### config.mk
export PLATFORM = sky130hd
export DESIGN_NAME = sro_overlay_ctrl
export DESIGN_NICKNAME = d
export VERILOG_FILES = /design/src/rtl/sro_pkg.sv /design/src/rtl/sro_mode_fsm.sv /design/src/rtl/sro_addr_xlate.sv /design/src/rtl/sro_lock_guard.sv /design/src/rtl/sro_overlay_ctrl.sv
export SDC_FILE = /design/constraint.sdc
export NUM_CORES = 1
export LEC_CHECK = 0
export ABC_CLOCK_PERIOD_IN_PS = 1500
export BUFFER_PORTS_ARGS = -buffer_cell sky130_fd_sc_hd__buf_2
export CAP_MARGIN = 20
export CELL_PAD_IN_SITES_DETAIL_PLACEMENT = 0
export CELL_PAD_IN_SITES_GLOBAL_PLACEMENT = 1
export CORE_MARGIN = 3
export CORE_UTILIZATION = 14
export CTS_BUF_LIST = sky130_fd_sc_hd__clkbuf_8
export CTS_CLUSTER_SIZE = 14
export DETAILED_ROUTE_END_ITERATION = 10
export GPL_TIMING_DRIVEN = 1
export PLACE_DENSITY_LB_ADDON = 0.1
export SKIP_CTS_REPAIR_TIMING = 1
export SYNTH_ARGS = -nofsm -noshare
export SYNTH_HDL_FRONTEND = slang
export SYNTH_HIERARCHICAL = 1
export SYNTH_SLANG_ARGS = --single-unit
### constraint.sdc
create_clock -name clk -period 1.5 [get_ports clk]
set_input_delay 0.3 -clock clk [delete_from_list [all_inputs] [get_ports clk]]
set_output_delay 0.3 -clock clk [all_outputs]
set_load 0.01 [all_outputs]
### src/rtl/sro_pkg.sv
package sro_pkg;

    localparam int unsigned SRO_REGION_BYTES = 256;
    localparam int unsigned SRO_SN_BYTES     = 16;
    localparam int unsigned SRO_ADDR_W       = 20;

    typedef enum logic {
        OVL_BOOT   = 1'b0,
        OVL_REGION = 1'b1
    } ovl_mode_e;

    typedef struct packed {
        logic enter;
        logic leave;
        logic hw_rst;
    } ovl_cmd_t;

    typedef struct packed {
        logic prog;
        logic erase;
    } wr_req_t;

    // Leaving has priority over entering; hardware reset behaves as a leave.
    function automatic ovl_mode_e next_mode(ovl_mode_e cur, ovl_cmd_t cmd);
        if (cmd.hw_rst || cmd.leave)
            return OVL_BOOT;
        else if (cmd.enter)
            return OVL_REGION;
        else
            return cur;
    endfunction

endpackage

### src/rtl/sro_mode_fsm.sv
module sro_mode_fsm
    import sro_pkg::*;
(
    input  logic      clk,
    input  logic      rst,
    input  ovl_cmd_t  cmd_i,
    output ovl_mode_e mode_o
);

    ovl_mode_e mode_q;

    always_ff @(posedge clk) begin
        if (rst)
            mode_q <= OVL_BOOT;
        else
            mode_q <= next_mode(mode_q, cmd_i);
    end

    assign mode_o = mode_q;

    assert_enter_sets_R2: assert property (@(posedge clk) disable iff (rst)
        (cmd_i.enter && !cmd_i.leave && !cmd_i.hw_rst) |=> (mode_o == OVL_REGION));

    assert_mode_sticky_R2: assert property (@(posedge clk) disable iff (rst)
        (mode_o == OVL_REGION && !cmd_i.leave && !cmd_i.hw_rst) |=> (mode_o == OVL_REGION));

    assert_exit_wins_R4: assert property (@(posedge clk) disable iff (rst)
        cmd_i.leave |=> (mode_o == OVL_BOOT));

    assert_hwreset_clears_R5: assert property (@(posedge clk) disable iff (rst)
        cmd_i.hw_rst |=> (mode_o == OVL_BOOT));

endmodule

### src/rtl/sro_addr_xlate.sv
module sro_addr_xlate #(
    parameter int unsigned ADDR_W       = 20,
    parameter int unsigned REGION_BYTES = 256,
    parameter int unsigned SN_BYTES     = 16,
    localparam int unsigned OFS_W       = $clog2(REGION_BYTES)
) (
    input  logic              in_region_i,
    input  logic              word_mode_i,
    input  logic [ADDR_W-1:0] addr_i,
    output logic [OFS_W-1:0]  ofs_o,
    output logic              sn_o
);

    localparam int unsigned WOFS_W   = OFS_W - 1;
    localparam int unsigned SN_WORDS = SN_BYTES / 2;
    localparam logic [OFS_W:0] SN_LIM_B = (OFS_W+1)'(SN_BYTES);
    localparam logic [OFS_W:0] SN_LIM_W = (OFS_W+1)'(SN_WORDS);

    logic [OFS_W-1:0] byte_ofs;
    logic [OFS_W-1:0] word_ofs;
    logic [OFS_W-1:0] pick_ofs;
    logic [OFS_W:0]   sn_lim;
    logic             unused_hi_addr;

    // Upper address bits fold away: the region wraps modulo its size.
    assign unused_hi_addr = ^addr_i[ADDR_W-1:OFS_W];

    always_comb begin
        byte_ofs = addr_i[OFS_W-1:0];
        word_ofs = {1'b0, addr_i[WOFS_W-1:0]};
        pick_ofs = word_mode_i ? word_ofs : byte_ofs;
        sn_lim   = word_mode_i ? SN_LIM_W : SN_LIM_B;
        ofs_o    = in_region_i ? pick_ofs : '0;
        sn_o     = in_region_i && ({1'b0, pick_ofs} < sn_lim);
    end

    always_comb begin
        assert_sn_needs_region_R8: assert (!sn_o || in_region_i);
    end

endmodule

### src/rtl/sro_lock_guard.sv
module sro_lock_guard
    import sro_pkg::*;
(
    input  logic    clk,
    input  logic    rst,
    input  logic    fuse_i,
    input  logic    in_region_i,
    input  wr_req_t req_i,
    output wr_req_t grant_o,
    output logic    lock_o,
    output logic    reject_o
);

    logic locked_q;
    logic reject_q;
    logic blocked;

    // The strap is captured only while reset is held; nothing else writes it.
    always_ff @(posedge clk) begin
        if (rst)
            locked_q <= fuse_i;
    end

    assign blocked = in_region_i && locked_q;

    always_comb begin
        grant_o.prog  = req_i.prog  && !blocked;
        grant_o.erase = req_i.erase && !blocked;
    end

    always_ff @(posedge clk) begin
        if (rst)
            reject_q <= 1'b0;
        else
            reject_q <= blocked && (req_i.prog || req_i.erase);
    end

    assign lock_o   = locked_q;
    assign reject_o = reject_q;

    assert_reject_after_blocked_R9: assert property (@(posedge clk) disable iff (rst)
        ((req_i.prog || req_i.erase) && in_region_i && lock_o) |=> reject_o);

    assert_reject_has_cause_R10: assert property (@(posedge clk) disable iff (rst)
        reject_o |-> ($past(req_i.prog || req_i.erase) && $past(in_region_i) && lock_o));

    assert_lock_frozen_R11: assert property (@(posedge clk) disable iff (rst)
        1'b1 |=> $stable(lock_o));

endmodule

### src/rtl/sro_overlay_ctrl.sv
module sro_overlay_ctrl
    import sro_pkg::*;
#(
    parameter int unsigned ADDR_W       = SRO_ADDR_W,
    parameter int unsigned REGION_BYTES = SRO_REGION_BYTES,
    parameter int unsigned SN_BYTES     = SRO_SN_BYTES
) (
    input  logic                            clk,
    input  logic                            rst,
    input  logic                            lock_fuse_i,
    input  logic                            enter_i,
    input  logic                            exit_i,
    input  logic                            hw_reset_i,
    input  logic                            word_mode_i,
    input  logic [ADDR_W-1:0]               addr_i,
    input  logic                            prog_req_i,
    input  logic                            erase_req_i,
    output logic                            region_sel_o,
    output logic [$clog2(REGION_BYTES)-1:0] region_ofs_o,
    output logic                            serial_fld_o,
    output logic                            lock_ind_o,
    output logic                            prog_grant_o,
    output logic                            erase_grant_o,
    output logic                            wr_reject_o
);

    ovl_cmd_t  cmd;
    ovl_mode_e mode;
    wr_req_t   req;
    wr_req_t   grant;
    logic      in_region;

    assign cmd.enter  = enter_i;
    assign cmd.leave  = exit_i;
    assign cmd.hw_rst = hw_reset_i;

    assign req.prog  = prog_req_i;
    assign req.erase = erase_req_i;

    sro_mode_fsm u_mode (
        .clk    (clk),
        .rst    (rst),
        .cmd_i  (cmd),
        .mode_o (mode)
    );

    assign in_region = (mode == OVL_REGION);

    sro_addr_xlate #(
        .ADDR_W       (ADDR_W),
        .REGION_BYTES (REGION_BYTES),
        .SN_BYTES     (SN_BYTES)
    ) u_xlate (
        .in_region_i (in_region),
        .word_mode_i (word_mode_i),
        .addr_i      (addr_i),
        .ofs_o       (region_ofs_o),
        .sn_o        (serial_fld_o)
    );

    sro_lock_guard u_guard (
        .clk         (clk),
        .rst         (rst),
        .fuse_i      (lock_fuse_i),
        .in_region_i (in_region),
        .req_i       (req),
        .grant_o     (grant),
        .lock_o      (lock_ind_o),
        .reject_o    (wr_reject_o)
    );

    assign region_sel_o  = in_region;
    assign prog_grant_o  = grant.prog;
    assign erase_grant_o = grant.erase;

    assert_reset_state_R1: assert property (@(posedge clk)
        rst |=> (!region_sel_o && !wr_reject_o));

endmodule

# Word level (Yosys, flattened, before mapping)
# Index checks and enable logic that the tools add are counted.
[word_totals]
register_bits = 3
input_bits = 29
out_inout_bits = 14
word_cells = 16
[classes]
n_lt_le_gt_ge = 1
mux = 3
reduce_logical = 9
[ops]
columns = ["operator", "count"]
rows = [
  ["2-to-1 mux 8 bit", 2],
  ["< comparator 8 x 9 -> 1 bit", 1],
  ["logical AND 1 bit", 5],
  ["2-to-1 mux 5 bit", 1],
  ["logical OR 1 bit", 2],
  ["OR reduction 2 bit", 1],
  ["logical NOT 1 bit", 1],
]

# Depth between registers and ports, before layout
[depth]
ltp_word = 3
ltp_mapped = 3
mapped_depth_nobuf = 3

# Hierarchy
# The synthesis kept the hierarchy.
[modules_own_cells]
columns = ["mod", "n_inst", "cells_per_inst", "area_per_inst_um2", "seq_area_each_um2"]
rows = [
  ["sro_addr_xlate", 1, 14, 96.3, 0.0],
  ["sro_lock_guard", 1, 7, 80.1, 50.0],
  ["sro_mode_fsm", 1, 3, 36.3, 20.0],
]

# Worst setup path before layout
# No wires, ideal clock.
[synth_path]
path_type = "input port to output port"
from = "input word_mode_i"
to = "output serial_fld_o"
t_arrival_ns = 0.920
required_ns = 1.200
slack_ns = 0.280
cell_stages = 3
path_buffers = 0
cell_sequence = "ha_1 -> nor4b_2 -> o211a_1"
[synth_between]
elab_chain_cells = 3
word_cells_on_any_way = 4
classes_between = "order compare: 1; mux: 2; reduce/logical: 1"
[synth_lines]
columns = ["element", "line", "text"]
rows = [
  ["start: declaration", "sro_overlay_ctrl.sv:14", "input logic word_mode_i,"],
  ["2-to-1 mux 8 bit / 2-to-1 mux 5 bit (equally long branches)", "sro_addr_xlate.sv:31, sro_addr_xlate.sv:32", ""],
  ["< comparator 8 x 9 -> 1 bit (*)", "sro_addr_xlate.sv:34", "sn_o = in_region_i && ({1'b0, pick_ofs} < sn_lim);"],
  ["logical AND 1 bit (*)", "sro_addr_xlate.sv:34", ""],
  ["end: declaration", "sro_overlay_ctrl.sv:20", "output logic serial_fld_o,"],
]
# Every way passes the cells marked *; elsewhere a longest branch is shown, timed or not.

# Final worst setup path
# Same ends and word-level chain as after synthesis.

==> results.sh <==
export IMPL_worstPathCellList="buf_2 > ha_1 > nor4b_2 > o211a_1 > buf_2"
export IMPL_fin_cells=75
export IMPL_grt_max_degree=9
export IMPL_leakage_nw=0.261
export IMPL_r2r_start="u_mode/mode_o"
export IMPL_drt_iter0_markers=1
export IMPL_wl_met3_um=133
export IMPL_fmax_ghz=0.698
export IMPL_met2_length_um=278
export IMPL_antenna_found_initial=0
export IMPL_clk_pin_slew_ns=0.03
export IMPL_htreeDepth=1
export IMPL_hp_start="exit_i"
export IMPL_p_total_mw=0.372
export IMPL_clock_latency_ns=0.21
export IMPL_tns_ns=0
export IMPL_syn_area_um2=213
export IMPL_routedWlPerCell_um=9.16
export IMPL_rsz0062_at_grt="no"
export IMPL_status="finished, final reports clean"
export IMPL_grt_ovfl_total=0
export IMPL_crit_type="input port to output pin"
export IMPL_end_kind="output pin"
export IMPL_worst_slew_pin_slew_ns=0.176
export IMPL_multi_input_area_um2=143
export IMPL_grt_pass1_wl_um=966
export IMPL_synth_cells=24
export IMPL_numCtsBuffers=3
export IMPL_ant_nets=0
export IMPL_fin_worst_skew_ns=0.000323
export IMPL_fin_crit_sh_pct=95.5
export IMPL_path_delay_family="simple AND/OR/NAND/NOR gates"
export IMPL_die_x_um=45.0
export IMPL_hold_viol=0
export IMPL_finalSetupViolCount=0
export IMPL_placementRows=13
export IMPL_cpMaxStageDelayCell="nor4b_2"
export IMPL_cts_max_path_buffers=2
export IMPL_drt_pass1_iter_count=2
export IMPL_synth_cell_types=10
export IMPL_regArea_um2=71.3
export IMPL_dp_hpwl_um=559
export IMPL_dieArea_mm2=0.00202
export IMPL_grt_pass1_vias=243
export IMPL_gp_congestion=0.558
export IMPL_area_growth_pct=108
export IMPL_irDropWorstVdd_mv=0.410
export IMPL_antenna_cells=0
export IMPL_yosys_warnings=6
export IMPL_wl_met1_um=247
export IMPL_crit_fanout=2
export IMPL_vias=296
export IMPL_yosys_register_bits=3
export IMPL_vias_per_cell=3.95
export IMPL_pin_count=43
export IMPL_max_cap_viol_count=0
export IMPL_crit_required_ns=1.20
export IMPL_drive_gt1_share_pct=65.0
export IMPL_worst_slack_ns=0.0682
export IMPL_crit_path_start_kind="input port"
export IMPL_grtUsageTotal_pct=7.03
export IMPL_initial_core_util_pct=15.6
export IMPL_slew_viol_final=0
export IMPL_fin_nets=91
export IMPL_syn_avg_cell_area_um2=8.86
export IMPL_critPathMaxStageDelay_ns=0.24
export IMPL_crit_buf_inv=2
export IMPL_period_needed_ns=1.43
export IMPL_clock_sinks=3
export IMPL_highest_layer="met4"
export IMPL_arrival_ns=1.13
export IMPL_hp_class="input port to flip-flop"
export IMPL_powerDensity_mw_per_mm2=840
export IMPL_die_h_um=45.0
export IMPL_final_area_um2=443
export IMPL_cp_startpoint="word_mode_i"
export IMPL_cp_common_cell="buf_2"
export IMPL_seq_area_frac_synth_pct=32.9
export IMPL_drc_errors=0
export IMPL_synth_fp_nets=54
export IMPL_design_core_area_mm2=0.00137
export IMPL_portBuffers=30
export IMPL_root_buffer="clkbuf_8"
export IMPL_relSlewSlack_pct=88.1
export IMPL_routed_wl_um=687
export IMPL_dpl_instance_area_um2=397
export IMPL_n_fill_cell=164
export IMPL_dp_cells=71
export IMPL_cts_tree="built"
export IMPL_dpl_worst_slack_ns=0.0536
-- worst reg2reg max path, delay by kind of cell (launching register included) --
kind / cells / cell delay [ns]
simple gates: 2 / 0.24
flops: 1 / 0.35
-- per-layer routing --
metal | up-vias | track usage, %
met5 | - | 0
met4 | 0 | 8.77
met3 | 4 | 1.99
met2 | 25 | 9.60
met1 | 115 | 7.75
li1 | 152 | -
-- cells in the final DEF, fill, tap and decap left out --
cell and instances:
buf_2 30, and2_1 9, nor2_1 4, clkbuf_8 3, nand2_1 3, buf_4 2
inv_1 1, nor3_2 1, edfxtp_1 1, dfxtp_1 1, nor4_2 1, dfxtp_2 1
nor4b_2 1, o211a_1 1, ha_1 1
-- synthesized netlist by cell type --
cell | instances | area, µm²
and2_1 | 9 | 56.3
nor2_1 | 4 | 15.0
nand2_1 | 3 | 11.3
dfxtp_1 | 2 | 40.0
edfxtp_1 | 1 | 30.0
ha_1 | 1 | 12.5
nor3_2 | 1 | 10.0
nor4_2 | 1 | 12.5
nor4b_2 | 1 | 15.0
o211a_1 | 1 | 10.0
-- path summary, 6_finish.rpt --
| check | end | slack, ns | cells past startpoint |
|---|---|---|---|
| max | serial_fld_o | 0.07 | 5 |
| min | u_mode/mode_o | 0.25 | 2 |
| max reg2reg | u_guard/reject_o | 0.83 | 2 |
| min reg2reg | u_guard/reject_o | 0.55 | 2 |
-- power breakdown --
group | total (mW) | internal, mW | leakage (nW) | switching (mW)
clock network | 0.224 | 0.174 | 0.0269 | 0.0500
logic | 0.0577 | 0.0316 | 0.208 | 0.0262
registers | 0.0905 | 0.0884 | 0.0264 | 0.00215
total | 0.372 | 0.294 | 0.261 | 0.0783
-- layout make-up --
cell class / instances / area share (%)
Sequential cell: 3 / 16.1
Multi-Input combinational cell: 21 / 32.2
Tap cell: 15 / 4.24
Clock buffer: 3 / 9.32
Timing Repair Buffer: 32 / 37.3
Clock inverter: 1 / 0.847
-- state kept, by name, summed over array words and instances (netlist names) --
signal            count
u_guard/reject_o      1
u_guard/lock_o        1
u_mode/mode_o         1
-- through the flow --
| stage | hold WS (ns) | utilization, % |
|---|---|---|
| after global placement | 0.470 | 29.0 |
| after floorplan | 0.370 | - |
| after detailed placement | 0.471 | 29.0 |
| after CTS | 0.252 | 32.3 |
| after global routing | 0.255 | 32.4 |
| final | 0.247 | 32.4 |
-- kinds of logic (layout without fill, tap and decap cells) --
kind of cell / after synthesis / count (layout) / share of synthesized area [%]
AO/OA/AOI/OAI: 1 / 1 / 4.71
flip-flops: 3 / 3 / 32.9
AND/OR/NAND/NOR: 19 / 19 / 56.5
adder cells (fa/ha/maj): 1 / 1 / 5.88
buffers and inverters: 0 / 36 / 0
Power figures use the tool's default switching activity.
